`config.mk`:
```
export PLATFORM = sky130hd
export DESIGN_NAME = ctrl_xfer_unit
export DESIGN_NICKNAME = d
export VERILOG_FILES = /design/src/rtl/cxu_pkg.sv /design/src/rtl/cxu_decode.sv /design/src/rtl/cxu_cond.sv /design/src/rtl/cxu_target.sv /design/src/rtl/ctrl_xfer_unit.sv
export SDC_FILE = /design/constraint.sdc
export NUM_CORES = 1
export LEC_CHECK = 0
export BUFFER_PORTS_ARGS = -buffer_cell sky130_fd_sc_hd__clkbuf_2
export CAP_MARGIN = 10
export CORE_MARGIN = 1
export CORE_UTILIZATION = 35
export CTS_CLUSTER_SIZE = 30
export DETAILED_ROUTE_END_ITERATION = 10
export HOLD_SLACK_MARGIN = 0.08
export SLEW_MARGIN = 0
export SYNTH_ARGS = -nofsm -noshare
export SYNTH_HDL_FRONTEND = slang
export SYNTH_SLANG_ARGS = --single-unit
```
`constraint.sdc`:
```
create_clock -name clk_i -period 0.8 [get_ports clk_i]
set_input_delay 0.16 -clock clk_i [delete_from_list [all_inputs] [get_ports clk_i]]
set_output_delay 0.16 -clock clk_i [all_outputs]
set_load 0.05 [all_outputs]
```
`src/rtl/cxu_pkg.sv`:
```
package cxu_pkg;

  localparam logic [6:0] OPC_JAL    = 7'b1101111;
  localparam logic [6:0] OPC_JALR   = 7'b1100111;
  localparam logic [6:0] OPC_BRANCH = 7'b1100011;

  typedef enum logic [1:0] {
    XF_NONE,
    XF_JAL,
    XF_JALR,
    XF_BRANCH
  } xfer_kind_e;

  // values equal the funct3 encoding; bit 0 inverts the base test
  typedef enum logic [2:0] {
    CC_EQ  = 3'b000,
    CC_NE  = 3'b001,
    CC_LT  = 3'b100,
    CC_GE  = 3'b101,
    CC_LTU = 3'b110,
    CC_GEU = 3'b111
  } cond_e;

endpackage

```
`src/rtl/cxu_decode.sv`:
```
module cxu_decode
  import cxu_pkg::*;
#(
  parameter int XLEN = 32
) (
  input  logic [31:0]     inst_i,
  output xfer_kind_e      kind_o,
  output cond_e           cond_o,
  output logic            bad_o,
  output logic [4:0]      rd_o,
  output logic [XLEN-1:0] imm_j_o,
  output logic [XLEN-1:0] imm_i_o,
  output logic [XLEN-1:0] imm_b_o
);

  logic [6:0] opcode;
  logic [2:0] funct3;
  logic       sgn;

  assign opcode = inst_i[6:0];
  assign funct3 = inst_i[14:12];
  assign rd_o   = inst_i[11:7];
  assign sgn    = inst_i[31];

  assign imm_j_o = {{(XLEN-20){sgn}}, inst_i[19:12], inst_i[20], inst_i[30:21], 1'b0};
  assign imm_i_o = {{(XLEN-11){sgn}}, inst_i[30:20]};
  assign imm_b_o = {{(XLEN-12){sgn}}, inst_i[7], inst_i[30:25], inst_i[11:8], 1'b0};

  always_comb begin
    kind_o = XF_NONE;
    cond_o = CC_EQ;
    bad_o  = 1'b0;
    unique case (opcode)
      OPC_JAL: kind_o = XF_JAL;
      OPC_JALR: begin
        if (funct3 == 3'b000) kind_o = XF_JALR;
        else                  bad_o  = 1'b1;
      end
      OPC_BRANCH: begin
        if (funct3[2:1] == 2'b01) begin
          bad_o = 1'b1;
        end else begin
          kind_o = XF_BRANCH;
          cond_o = cond_e'(funct3);
        end
      end
      default: kind_o = XF_NONE;
    endcase
  end

endmodule

```
`src/rtl/cxu_cond.sv`:
```
module cxu_cond
  import cxu_pkg::*;
#(
  parameter int XLEN       = 32,
  parameter bit SHARED_SUB = 1'b1
) (
  input  logic [XLEN-1:0] a_i,
  input  logic [XLEN-1:0] b_i,
  input  cond_e           cond_i,
  output logic            taken_o
);

  logic is_signed;
  logic eq;
  logic lt;

  assign is_signed = (cond_i == CC_LT) || (cond_i == CC_GE);
  assign eq        = (a_i == b_i);

  generate
    if (SHARED_SUB) begin : g_sub
      // one XLEN+1 subtractor serves both signednesses
      logic [XLEN:0] diff;
      assign diff = {is_signed & a_i[XLEN-1], a_i} - {is_signed & b_i[XLEN-1], b_i};
      assign lt   = diff[XLEN];
    end else begin : g_cmp
      assign lt = is_signed ? ($signed(a_i) < $signed(b_i)) : (a_i < b_i);
    end
  endgenerate

  always_comb begin
    unique case (cond_i)
      CC_EQ:         taken_o = eq;
      CC_NE:         taken_o = !eq;
      CC_LT, CC_LTU: taken_o = lt;
      CC_GE, CC_GEU: taken_o = !lt;
      default:       taken_o = 1'b0;
    endcase
  end

endmodule

```
`src/rtl/cxu_target.sv`:
```
module cxu_target
  import cxu_pkg::*;
#(
  parameter int XLEN          = 32,
  parameter bit SHARED_ADDER  = 1'b1
) (
  input  xfer_kind_e      kind_i,
  input  logic [XLEN-1:0] pc_i,
  input  logic [XLEN-1:0] rs1_i,
  input  logic [XLEN-1:0] imm_j_i,
  input  logic [XLEN-1:0] imm_i_i,
  input  logic [XLEN-1:0] imm_b_i,
  output logic [XLEN-1:0] target_o,
  output logic [XLEN-1:0] link_o
);

  localparam logic [XLEN-1:0] STEP    = XLEN'(4);
  localparam logic [XLEN-1:0] LSB_CLR = ~XLEN'(1);

  logic [XLEN-1:0] sum;

  generate
    if (SHARED_ADDER) begin : g_one
      logic [XLEN-1:0] base;
      logic [XLEN-1:0] offs;
      always_comb begin
        base = (kind_i == XF_JALR) ? rs1_i : pc_i;
        unique case (kind_i)
          XF_JAL:  offs = imm_j_i;
          XF_JALR: offs = imm_i_i;
          default: offs = imm_b_i;
        endcase
      end
      assign sum = base + offs;
    end else begin : g_three
      logic [XLEN-1:0] sum_j;
      logic [XLEN-1:0] sum_i;
      logic [XLEN-1:0] sum_b;
      assign sum_j = pc_i + imm_j_i;
      assign sum_i = rs1_i + imm_i_i;
      assign sum_b = pc_i + imm_b_i;
      always_comb begin
        unique case (kind_i)
          XF_JAL:  sum = sum_j;
          XF_JALR: sum = sum_i;
          default: sum = sum_b;
        endcase
      end
    end
  endgenerate

  assign target_o = (kind_i == XF_JALR) ? (sum & LSB_CLR) : sum;
  assign link_o   = pc_i + STEP;

endmodule

```
`src/rtl/ctrl_xfer_unit.sv`:
```
module ctrl_xfer_unit
  import cxu_pkg::*;
#(
  parameter int XLEN         = 32,
  parameter bit SHARED_SUB   = 1'b1,
  parameter bit SHARED_ADDER = 1'b1
) (
  input  logic            clk_i,
  input  logic            rst_ni,
  input  logic            valid_i,
  input  logic [31:0]     inst_i,
  input  logic [XLEN-1:0] pc_i,
  input  logic [XLEN-1:0] rs1_val_i,
  input  logic [XLEN-1:0] rs2_val_i,
  output logic            jump_o,
  output logic [XLEN-1:0] jump_addr_o,
  output logic            link_we_o,
  output logic [4:0]      link_rd_o,
  output logic [XLEN-1:0] link_val_o,
  output logic            invalid_o
);

  xfer_kind_e      kind;
  cond_e           cond;
  logic            bad;
  logic [4:0]      rd;
  logic [XLEN-1:0] imm_j, imm_i, imm_b;
  logic            taken;
  logic [XLEN-1:0] target, link;

  cxu_decode #(.XLEN(XLEN)) u_dec (
    .inst_i  (inst_i),
    .kind_o  (kind),
    .cond_o  (cond),
    .bad_o   (bad),
    .rd_o    (rd),
    .imm_j_o (imm_j),
    .imm_i_o (imm_i),
    .imm_b_o (imm_b)
  );

  cxu_cond #(.XLEN(XLEN), .SHARED_SUB(SHARED_SUB)) u_cond (
    .a_i     (rs1_val_i),
    .b_i     (rs2_val_i),
    .cond_i  (cond),
    .taken_o (taken)
  );

  cxu_target #(.XLEN(XLEN), .SHARED_ADDER(SHARED_ADDER)) u_tgt (
    .kind_i   (kind),
    .pc_i     (pc_i),
    .rs1_i    (rs1_val_i),
    .imm_j_i  (imm_j),
    .imm_i_i  (imm_i),
    .imm_b_i  (imm_b),
    .target_o (target),
    .link_o   (link)
  );

  logic            jump_d, we_d, bad_d;
  logic [XLEN-1:0] addr_d, lval_d;
  logic [4:0]      rd_d;
  logic            is_jmp;

  always_comb begin
    is_jmp = (kind == XF_JAL) || (kind == XF_JALR);
    jump_d = valid_i && (is_jmp || ((kind == XF_BRANCH) && taken));
    we_d   = valid_i && is_jmp && (rd != 5'd0);
    bad_d  = valid_i && bad;
    addr_d = jump_d ? target : '0;
    lval_d = we_d ? link : '0;
    rd_d   = we_d ? rd : 5'd0;
  end

  always_ff @(posedge clk_i or negedge rst_ni) begin
    if (!rst_ni) begin
      jump_o      <= 1'b0;
      jump_addr_o <= '0;
      link_we_o   <= 1'b0;
      link_rd_o   <= 5'd0;
      link_val_o  <= '0;
      invalid_o   <= 1'b0;
    end else begin
      jump_o      <= jump_d;
      jump_addr_o <= addr_d;
      link_we_o   <= we_d;
      link_rd_o   <= rd_d;
      link_val_o  <= lval_d;
      invalid_o   <= bad_d;
    end
  end

  AST_INVALID_NO_JUMP: assert property (@(posedge clk_i) disable iff (!rst_ni)
    invalid_o |-> (!jump_o && !link_we_o));
  AST_LINK_NEEDS_JUMP: assert property (@(posedge clk_i) disable iff (!rst_ni)
    link_we_o |-> (jump_o && link_rd_o != 5'd0));
  AST_IDLE_QUIET: assert property (@(posedge clk_i) disable iff (!rst_ni)
    !valid_i |=> (!jump_o && !link_we_o && !invalid_o));
  AST_TARGET_ALIGNED: assert property (@(posedge clk_i) disable iff (!rst_ni)
    (valid_i && !pc_i[0]) |=> (!jump_o || !jump_addr_o[0]));
  AST_NO_ADDR_WITHOUT_JUMP: assert property (@(posedge clk_i) disable iff (!rst_ni)
    !jump_o |-> (jump_addr_o == '0));
  AST_LINK_IS_NEXT: assert property (@(posedge clk_i) disable iff (!rst_ni)
    link_we_o |-> (link_val_o == $past(pc_i) + XLEN'(4)));

endmodule

```
==> metrics.md <==
| Metric | Value |
|---|---|
| #FFs+latches synth | 72 |
| Remaining DRCs | 0 |
| Port bufs | 202 |
| Die extent in y | 130 microns |
| Unrepaired setup endpoints after global routing | yes |
| Syn nets | 859 |
| Remaining antenna violation count | 0 |
| Share of the synthesized area in the top cell type | 0.313 |
| Sequential area share after synthesis | 0.313 |
| Setup WS pre-CTS | -3000 ps |
| First-pass detailed-route iteration total | 6 |
| Initial Util | 0.360 |
| Top-count cell post-synth | nor2_1 |
| Setup violators final | 143 |
| Overall Global Routing Usage | 0.247 |
| CTS Sinks | 72 |
| Top Usage Layer GRT | met2 |
| Failing checks | setup timing |
| IO Pins | 203 |
| Total power | 12.4 mW |
| Total core area | 0.0160 sq mm |
| First-pass GRT wire length | 31700 microns |
| Hold Crit Class | in2reg |
| Crit-path max FO | 4 |
| Final #Nets | 1263 |
| CTS tree | yes |
| Critical path type | in2reg |
| CTS Root Cell | clkbuf_16 |
| Slew Viols, Final | 0 |
| Iter 0 DRT Violations | 270 |
| Final instance area | 0.0108 sq mm |
| PwrDens | 1150 mW/mm^2 |
| Vias in the first global route | 6248 |
| # rows | 46 |
| Routing usage on met3 | 0.0431 |
| EDFF count, synth | 0 |
| RePlAce Congestion | 0.874 |
| Measured slew at the worst slew-check pin | 411 ps |
| Yosys cell types | 51 |
| Worst setup SP type | input pin |
| Area leader, netlist | dfrtp_1 |
| Kind of end point of the critical path | flop |
| Relative slew slack | 0.723 |
| Clk buf depth | 2 |
| Setup TNS | -122410 ps |
| Final worst-path cycle share | 4.25 |
| Fin crit period | 3400 ps |
| Final hold slack | 89.0 ps |
| CTS clk-pin slew, worst paths | 60 ps |
| H-tree levels | 3 |
| Overflow after GRT | 0 |
| WL final | 21800 microns |
| Max VDD drop | 1020 uV |
| Largest net degree at the start of global routing | 29 |
| Ys async rst share | 1.00 |
| Via-to-Cell Ratio | 5.04 |
| Fraction of layout cells with a size suffix above 1 | 0.548 |
| Die footprint | 0.0170 sq mm |
| Final Util | 0.676 |
| Mapped Cells | 659 |
| Dpl hpwl | 16000 microns |
| Final setup margin | -2600 ps |
| Number of antenna violations at the first check in global routing | 4 |
| DR vias | 6482 |
| Wirelength per Cell | 17.0 microns |
| Ys flop type | dfrtp_1 |
| Grt met1 use | 0.310 |
| Num CTS Buffers | 9 |
| Outcome | finished, violations left |
| Synthesized cell area | 0.00577 sq mm |
| Final Non-Filler Cells | 1285 |
| Average cell area after synthesis | 8.75 sq um |
| Synth warn | 0 |
| Placed cell count | 1238 |
| Die X | 130 microns |
| Area post-placement | 0.00905 sq mm |
| MaxCap Viol Count | 0 |
| Top post-synthesis cells by count | nor2_1 (76), dfrtp_1 (72), ha_1 (68), inv_1 (49), nand2_1 (43) |
| Met2 Use GR | 0.416 |
| Top post-synthesis cells by area | dfrtp_1 (31%), ha_1 (15%), mux2_2 (5.7%), xor2_1 (5.0%), nor2_1 (4.9%) |
| Critical path data required time | 1030 ps |
| Final hold violations | 0 |
| P_leak | 5.33 nW |
| F_max | 0.294 GHz |
| Critical Path AT | 3630 ps |
| Synth-to-layout area growth | 87.5% |
[cell families after synthesis]
logic type | share of synthesized area
xor gates and xnor gates | 0.0805
muxes | 0.0636
AOI/OAI and AO/OA | 0.170
DFF | 0.313
adders and majority gates | 0.151
buffers and inverters | 0.0458
and+or+nand+nor | 0.177
[flip-flops by register name, indices dropped and copies added, names as in the netlist]
register     cells
jump_o           1
link_val_o      32
invalid_o        1
link_rd_o        5
jump_addr_o     32
link_we_o        1
[final timing paths]
kind                           start               to  slack [ps]  cells after the start
max                        inst_i[4]  jump_addr_o[29]       -2600                     18
min                        inst_i[8]     link_rd_o[1]          90                      2
min in group asynchronous     rst_ni   jump_addr_o[7]         210                      2
max in group asynchronous     rst_ni   link_val_o[28]         190                      3
[placed cells by master (no fill, tap or decap), types with 5 or more instances in the layout]
master,count
buf_8,43
ha_1,35
nor3_1,9
buf_4,186
clkbuf_2,113
buf_6,37
and2_1,7
o21ai_0,15
a211oi_2,6
nand4_1,19
a21o_1,26
nor2_1,72
inv_1,39
xor2_1,32
a21oi_1,24
ha_4,31
o21bai_1,5
o21ai_1,10
mux2_2,18
xnor2_1,16
nand2_1,39
dfrtp_1,72
inv_2,8
nand3_1,21
nor2b_4,5
mux2_4,11
clkbuf_16,10
buf_12,27
o21ai_2,11
a21oi_2,15
[power breakdown]
part / switching, mW / leakage, nW / internal (mW) / total (mW)
sequential: 0.0147 / 1.01 / 3.66 / 3.68
combinational: 2.24 / 4.19 / 2.50 / 4.75
clock: 1.59 / 0.138 / 2.40 / 3.98
[worst max-delay path, stage by stage]
cell	delay, ps
buf_6	100
nor2b_4	80
nand4_1	120
buf_6	170
nor3_4	340
ha_4	270
buf_6	130
mux2_4	320
ha_4	260
a211oi_2	200
o22ai_1	120
o41ai_2	400
o21ai_2	140
o31ai_4	260
nand3_1	120
a31oi_1	220
xor2_1	160
nor2_1	60
[layout make-up]
cell class | instances | area [sq um]
fill | 1244 | 5190
clock buffer | 10 | 229
sequential | 72 | 1800
timing repair buffer | 411 | 3670
antenna | 1 | 2.50
clock inverter | 6 | 60.1
tap | 216 | 270
inverter | 49 | 199
multi-input combinational | 520 | 4580
[routing by layer]
layer  up-vias  part of all wire
met3        63             0.051
met1      3052              0.42
met2       219              0.49
li1       3146                 -
met4         2             0.036
met5         -           0.00050
[timing repair]
| action | CTS | global route |
|---|---|---|
| hold buffers | 1 | 0 |
| setup endpoints to repair | 143 | 144 |
| buffers inserted | 21 | 10 |
| endpoints found under the hold margin | 72 | 0 |
| pin swaps | 47 | 51 |
| cloned | 3 | 0 |
| gates resized for setup | 175 | 151 |
No activity file was read; power rests on OpenSTA's default activity.
